### config.mk
export PLATFORM = sky130hd
export DESIGN_NAME = irq_vec_ctrl
export DESIGN_NICKNAME = d
export VERILOG_FILES = /design/src/rtl/irq_pkg.sv /design/src/rtl/irq_periph_map.sv /design/src/rtl/irq_pend_reg.sv /design/src/rtl/irq_prio_enc.sv /design/src/rtl/irq_svc_stack.sv /design/src/rtl/irq_vec_ctrl.sv
export SDC_FILE = /design/constraint.sdc
export NUM_CORES = 1
export LEC_CHECK = 0
export BUFFER_PORTS_ARGS = -buffer_cell sky130_fd_sc_hd__buf_4
export CORE_MARGIN = 2
export CORE_UTILIZATION = 50
export CTS_BUF_LIST = sky130_fd_sc_hd__clkbuf_16
export DETAILED_ROUTE_END_ITERATION = 16
export PLACE_DENSITY = 0.82
export REMOVE_ABC_BUFFERS = 1
export SLEW_MARGIN = 25
export SYNTH_ARGS = -nofsm -noshare
export SYNTH_HDL_FRONTEND = slang
export SYNTH_HIERARCHICAL = 1
export SYNTH_SLANG_ARGS = --single-unit
### constraint.sdc
create_clock -name clk -period 5.6 [get_ports clk]
set_input_delay 0.28 -clock clk [delete_from_list [all_inputs] [get_ports clk]]
set_output_delay 0.28 -clock clk [all_outputs]
set_load 0.1 [all_outputs]
### src/rtl/irq_pkg.sv
package irq_pkg;
  localparam int NUM_CORE = 5;
  localparam int NUM_USR  = 12;
  localparam int NUM_SRC  = NUM_CORE + NUM_USR;
  localparam int ID_W     = $clog2(NUM_SRC);
  localparam int PRIO_W   = 4;
  localparam int DEPTH_W  = $clog2(NUM_SRC + 1);

  // ids that ignore the mask register: debug-monitor, reset, power-down
  localparam logic [NUM_SRC-1:0] MASK_EXEMPT = NUM_SRC'(3'b111);
  // ids that ignore the global disable: debug-monitor, reset
  localparam logic [NUM_SRC-1:0] GDIS_EXEMPT = NUM_SRC'(2'b11);

  typedef logic [ID_W-1:0]    irq_id_t;
  typedef logic [NUM_SRC-1:0] src_vec_t;
endpackage

### src/rtl/irq_periph_map.sv
module irq_periph_map
  import irq_pkg::*;
#(
  parameter int NUM_PERIPH = 8,
  parameter int PIDX_W     = (NUM_PERIPH > 1) ? $clog2(NUM_PERIPH) : 1
) (
  input  logic                  clk,
  input  logic                  rst_n,
  input  logic                  prio_wr,
  input  logic [PIDX_W-1:0]     prio_idx,
  input  logic [PRIO_W-1:0]     prio_wdata,
  input  logic [NUM_PERIPH-1:0] periph_req,
  output logic [NUM_USR-1:0]    slot_pulse
);
  logic [PRIO_W-1:0]     fld [NUM_PERIPH];
  logic [NUM_PERIPH-1:0] req_q;
  logic [NUM_PERIPH-1:0] req_rise;

  always_ff @(posedge clk) begin
    if (!rst_n) begin
      req_q <= '0;
      for (int p = 0; p < NUM_PERIPH; p++) fld[p] <= '1;
    end else begin
      req_q <= periph_req;
      if (prio_wr && (32'(prio_idx) < NUM_PERIPH))
        fld[prio_idx] <= prio_wdata;
    end
  end

  assign req_rise = periph_req & ~req_q;

  for (genvar u = 0; u < NUM_USR; u++) begin : g_slot
    always_comb begin
      slot_pulse[u] = 1'b0;
      for (int p = 0; p < NUM_PERIPH; p++)
        if (req_rise[p] && (fld[p] == PRIO_W'(u))) slot_pulse[u] = 1'b1;
    end
  end
endmodule

### src/rtl/irq_pend_reg.sv
module irq_pend_reg
  import irq_pkg::*;
(
  input  logic                clk,
  input  logic                rst_n,
  input  logic [NUM_CORE-1:0] core_req,
  input  logic [NUM_USR-1:0]  usr_pulse,
  input  logic                sw_set_wr,
  input  src_vec_t            sw_set_bits,
  input  logic                sw_clr_wr,
  input  src_vec_t            sw_clr_bits,
  input  logic                ack,
  input  irq_id_t             ack_id,
  input  logic                mask_wr,
  input  src_vec_t            mask_wdata,
  output src_vec_t            pend_q,
  output src_vec_t            mask_q
);
  logic [NUM_CORE-1:0] core_q;
  src_vec_t            set_v;
  src_vec_t            clr_v;

  always_comb begin
    set_v = {usr_pulse, core_req & ~core_q};
    if (sw_set_wr) set_v = set_v | sw_set_bits;
    clr_v = '0;
    if (sw_clr_wr) clr_v = sw_clr_bits;
    if (ack) clr_v[ack_id] = 1'b1;
  end

  always_ff @(posedge clk) begin
    if (!rst_n) begin
      core_q <= '0;
      pend_q <= '0;
      mask_q <= '0;
    end else begin
      core_q <= core_req;
      pend_q <= (pend_q & ~clr_v) | set_v;
      if (mask_wr) mask_q <= mask_wdata;
    end
  end
endmodule

### src/rtl/irq_prio_enc.sv
module irq_prio_enc
  import irq_pkg::*;
#(
  parameter int VEC_W    = 24,
  parameter int VEC_STEP = 32
) (
  input  src_vec_t           pend,
  input  src_vec_t           mask,
  input  logic               gdis,
  input  logic               nest_en,
  input  logic               svc_empty,
  input  irq_id_t            top_id,
  output logic               valid,
  output irq_id_t            id,
  output logic [VEC_W-1:0]   vec,
  output logic               novec
);
  src_vec_t elig;
  logic     found;
  logic     admit;

  always_comb begin
    elig = pend & (mask | MASK_EXEMPT);
    if (gdis) elig = elig & GDIS_EXEMPT;
    found = 1'b0;
    id    = '0;
    for (int i = NUM_SRC - 1; i >= 0; i--) begin
      if (elig[i]) begin
        found = 1'b1;
        id    = ID_W'(i);
      end
    end
  end

  assign admit = svc_empty || (nest_en && (id < top_id));
  assign valid = found && admit;
  assign novec = (id == '0);
  assign vec   = novec ? '0 : VEC_W'((32'(id) - 32'd1) * VEC_STEP);
endmodule

### src/rtl/irq_svc_stack.sv
module irq_svc_stack
  import irq_pkg::*;
(
  input  logic               clk,
  input  logic               rst_n,
  input  logic               push,
  input  irq_id_t            push_id,
  input  logic               pop,
  output logic [DEPTH_W-1:0] depth,
  output irq_id_t            top_id,
  output logic               empty
);
  irq_id_t stk [NUM_SRC];

  assign empty  = (depth == '0);
  assign top_id = empty ? '1 : stk[depth - DEPTH_W'(1)];

  always_ff @(posedge clk) begin
    if (!rst_n) begin
      depth <= '0;
      for (int k = 0; k < NUM_SRC; k++) stk[k] <= '0;
    end else if (push && pop && !empty) begin
      stk[depth - DEPTH_W'(1)] <= push_id;
    end else if (push && (32'(depth) < NUM_SRC)) begin
      stk[depth] <= push_id;
      depth      <= depth + DEPTH_W'(1);
    end else if (pop && !empty) begin
      depth <= depth - DEPTH_W'(1);
    end
  end
endmodule

### src/rtl/irq_vec_ctrl.sv
module irq_vec_ctrl
  import irq_pkg::*;
#(
  parameter int NUM_PERIPH = 8,
  parameter int PIDX_W     = (NUM_PERIPH > 1) ? $clog2(NUM_PERIPH) : 1,
  parameter int VEC_W      = 24,
  parameter int VEC_STEP   = 32
) (
  input  logic                  clk,
  input  logic                  rst_n,
  input  logic [4:0]            core_req,
  input  logic [NUM_PERIPH-1:0] periph_req,
  input  logic                  prio_wr,
  input  logic [PIDX_W-1:0]     prio_idx,
  input  logic [3:0]            prio_wdata,
  input  logic                  mask_wr,
  input  logic [16:0]           mask_wdata,
  input  logic                  sw_set_wr,
  input  logic [16:0]           sw_set_bits,
  input  logic                  sw_clr_wr,
  input  logic [16:0]           sw_clr_bits,
  input  logic                  glob_dis,
  input  logic                  nest_en,
  output logic                  irq_valid,
  input  logic                  irq_ready,
  output logic [4:0]            irq_id,
  output logic [VEC_W-1:0]      irq_vec,
  output logic                  irq_novec,
  input  logic                  rti,
  output logic [16:0]           pend_o,
  output logic [16:0]           mask_o,
  output logic [4:0]            svc_depth
);
  logic [NUM_USR-1:0] usr_pulse;
  logic               ack;
  logic               svc_empty;
  irq_id_t            top_id;

  assign ack = irq_valid && irq_ready;

  irq_periph_map #(.NUM_PERIPH(NUM_PERIPH), .PIDX_W(PIDX_W)) u_map (
    .clk(clk), .rst_n(rst_n), .prio_wr(prio_wr), .prio_idx(prio_idx),
    .prio_wdata(prio_wdata), .periph_req(periph_req), .slot_pulse(usr_pulse)
  );

  irq_pend_reg u_pend (
    .clk(clk), .rst_n(rst_n), .core_req(core_req), .usr_pulse(usr_pulse),
    .sw_set_wr(sw_set_wr), .sw_set_bits(sw_set_bits),
    .sw_clr_wr(sw_clr_wr), .sw_clr_bits(sw_clr_bits),
    .ack(ack), .ack_id(irq_id), .mask_wr(mask_wr), .mask_wdata(mask_wdata),
    .pend_q(pend_o), .mask_q(mask_o)
  );

  irq_prio_enc #(.VEC_W(VEC_W), .VEC_STEP(VEC_STEP)) u_enc (
    .pend(pend_o), .mask(mask_o), .gdis(glob_dis), .nest_en(nest_en),
    .svc_empty(svc_empty), .top_id(top_id), .valid(irq_valid), .id(irq_id),
    .vec(irq_vec), .novec(irq_novec)
  );

  irq_svc_stack u_stk (
    .clk(clk), .rst_n(rst_n), .push(ack), .push_id(irq_id), .pop(rti),
    .depth(svc_depth), .top_id(top_id), .empty(svc_empty)
  );
endmodule

==> impl_results.md <==
* CTS tree: done
* Overall Global Routing Usage at between 20% and 30%
* Reg-to-reg slack, setup at 0.15 ns
* Vias at 9,649
* Gr busiest metal: met2
* Clock Skew at 0.0176 ns
* DRT antenna net count at 0
* Critical Path RT at ~5.8 ns
* Setup TNS at 0 ns
* Critical path capture point type: flip-flop
* Worst skew pair latency at ~0.53 ns
* Met1 global-route usage at ~36%
* Max-slew headroom at between 30% and 40%
* Least-Margin Pin Slew at roughly 0.96 ns
* Drt initial violations at roughly 1,100
* Max Cap Viol at 0
* Critical R2R Launch: u_stk/depth[1]$_SDFFE_PN0P_
* Worst reg2reg path endpoint: u_stk/stk[10][2]$_SDFFCE_PN0P_
* Die area at 26,300 µm²
* Total global routing overflow at 0
* Status: completed
* CTS sink cnt at ~240
* Critical hold path startpoint: periph_req[7]
* Footprint of the multi-input gates at around 5300 µm²
* Reg clk slew, reported paths at 0.06 ns
* R2r worst-path depth at 19
* FF/Latch Area at about 7000 µm²
* DRC Markers at 0
* WHS Path Cells at 2
* Final #Nets at between 1,000 and 1,500
* Sequential fraction of the synthesis area at between 50% and 60%
* Starting density of the core at 51.2%
* Final-layout fill cell count at 1,811
* Die Span Y at ~160 µm
* Synth-to-Final Area Change at 21.0%
* Synth unique cells at 84
* Async SR Flop Fraction at 0%
* Cell Pwr Density at ~460 nW/µm²
* Ys flop type: edfxtp_1
* Final Max Tran Viols at 0
* Hold WC Path Type: input port to flip-flop
* Fin crit share at between 90% and 100%
* Drt pass-1 iters at 6
* CTS root buf: clkbuf_16
* Placed cells at 1,447
* Final Util at a little over 60%
* Vias per std cell at 6.33
* RSZ-0062 raised after global routing: yes
* Htree depth at 1
* Synth Instances at around 1,000
* Hold Slack at about 0.016 ns
* EDFF count, synth at around 190
* Number of cell rows at 57
* Peak supply drop at 330 µV
* Clock Tree Buf Depth at 3
* Syn avg cell area at about 12 µm²
* Core box area at approximately 24,000 µm²
* Critical Path Fanout Max at 8
* Min Tclk post-route at 5.45 ns
* Initial antenna violation count at 0
* Share of layout cells above drive strength 1 at 26.6%
* First-pass GRT wire length at approximately 53 mm
* Final Instance Count excl. Fillers at approximately 1,500
* Largest net degree at the start of global routing at 50
* Vias in the first global route at 9,307
* Die Width at approximately 160 µm
* Routability cong. at 0.928
* Final hold vios at 0
* Pleak at between 5 and 6 nW
* Hold EP: u_map/req_q[7]$_SDFF_PN0_
* # diodes at 0
* Final HPWL DP at between 20 and 25 mm
* Final WL at about 35 mm
* CP Launch Type: flip-flop
* Kind of critical path: flip-flop to flip-flop
* #FFs+latches synth at about 240
* I/O Pins at ~150
* CTS buffer count at 27
* Met3 usage at slightly below 5%
* Synth Warn # at 6
* # setup viols final at 0
* M2 GR Usage at a little over two fifths
* Wirelength per Cell at roughly 23 µm
* Fmax at ~0.18 GHz
* I/O Buffers at roughly 150
* Crit path DAT at roughly 5.6 ns
* Cell Area, Synth at 12,500 µm²
cell families after synthesis:
kind of cell	after synthesis	synth area share, %
AO/OA/AOI/OAI	193	11.4
XOR/XNOR	8	0.560
adder cells (fa/ha/maj)	7	0.700
buffers and inverters	92	3.71
flip-flops	244	54.4
multiplexers	88	11.3
other	1	0.0300
AND/OR/NAND/NOR	374	17.9
cell type report:
type	count	area share, %
sequential	244	45.0
multi-input combinational	675	35.3
timing repair buffer	206	10.8
clock buffer	27	4.46
tap	324	2.68
clock inverter	22	1.11
inverter	26	0.678
flip-flops by register name (all words and copies together) (netlist names):
register / count
u_pend/mask_q: 17
u_map/fld: 32
u_stk/depth: 5
u_map/req_q: 8
u_stk/stk: 160
u_pend/pend_q: 17
u_pend/core_q: 5
routing by layer:
layer	routed length, µm	part of all wire [%]
met1	13900	40
met2	16500	47
met3	3360	9.6
met4	1170	3.4
met5	0	0
worst max path at each step:
| stage | from | to | slack, ns | cells after the start |
|---|---|---|---|---|
| floorplan | u_pend/pend_q[9]$_SDFF_PN0_ | irq_vec[10] | -14.93 | 8 |
| global route | u_stk/depth[1]$_SDFFE_PN0P_ | u_stk/stk[10][2]$_SDFFCE_PN0P_ | -0.08 | 19 |
| global placement | u_stk/depth[0]$_SDFFE_PN0P_ | u_stk/stk[10][0]$_SDFFCE_PN0P_ | 0.34 | 21 |
| detailed placement | u_stk/depth[1]$_SDFFE_PN0P_ | u_stk/stk[7][2]$_SDFFCE_PN0P_ | 0.12 | 21 |
| CTS | u_stk/depth[0]$_SDFFE_PN0P_ | u_stk/stk[7][3]$_SDFFCE_PN0P_ | 0.07 | 21 |
| finish | u_stk/depth[1]$_SDFFE_PN0P_ | u_stk/stk[10][2]$_SDFFCE_PN0P_ | 0.15 | 19 |
placed cells by master (no fill, tap or decap), types with 38 or more instances in the layout:
cell type | netlist | final
buf_4 | 20 | 177
nand2_1 | 39 | 38
nor2_1 | 68 | 67
a21oi_1 | 52 | 52
mux4_2 | 40 | 40
mux2i_1 | 39 | 39
a22oi_1 | 49 | 49
nor3_1 | 47 | 45
dfxtp_1 | 52 | 51
and2_1 | 47 | 48
edfxtp_1 | 192 | 192
through the flow:
stage          area [µm²]  setup slack, ns  power [mW]
4_1_cts             15100           0.0730        6.87
5_1_grt             15100          -0.0849        7.23
6_report            15100            0.149        6.97
3_3_place_gp        13900            0.338        5.13
2_1_floorplan       12200           -14.93        4.37
3_5_place_dp        13900            0.122        5.18
Yosys cell counts, drive strengths merged (6+ instances only):
library cell  number  area, µm²
mux2               7       82.6
a32oi              8       70.1
a22oi             50        380
or3               30        203
nand3             15       85.1
nor4b              8       91.3
nor4bb            12        120
a21oi             52        260
nand2b            19        119
o21ai             24        135
mux2i             41        435
dfxtp             52       1040
nand2             42        170
nor3              48        252
and4b              7       70.1
and2              48        300
ha                 7       87.6
edfxtp           192       5770
nand4             14       87.6
nor4               7       73.8
a211oi             6       72.6
mux4              40        901
or2               12       75.1
buf               37        253
o211ai            17        141
nor3b              7       52.6
xor2               6       52.6
inv               24       90.1
nor2              68        255
nor2b             15       93.8
clkbuf            29        109
power by group:
group	switching, mW	total (mW)	leakage, nW	internal [mW]
Clock	0.705	1.68	0.428	0.970
Combinational	2.06	3.16	2.82	1.10
Sequential	0.0821	2.14	2.34	2.06
Total	2.84	6.97	5.58	4.13
worst max-delay path, cell delays in order (launching register included):
cell	delay, ns
dfxtp_1	0.31
inv_1	0.11
ha_1	0.31
buf_4	0.21
or3b_1	0.50
and2_1	0.29
a21oi_1	0.17
inv_1	0.06
ha_1	0.34
a21o_1	0.17
a21oi_1	0.16
a21oi_1	0.10
a221oi_1	0.28
and2_1	0.24
buf_4	0.17
nand2_1	0.17
a211oi_4	0.38
mux2i_1	0.45
nand2b_1	0.20
o31ai_2	0.48
repair_timing:
action                                  CTS  global route
resized for setup                         0            21
endpoints found under the hold margin    27             0
buffers inserted                          0             1
endpoints found under the setup margin    0           129
hold buffers                             27             0
Note: power is estimated with default switching activity, not from simulation.
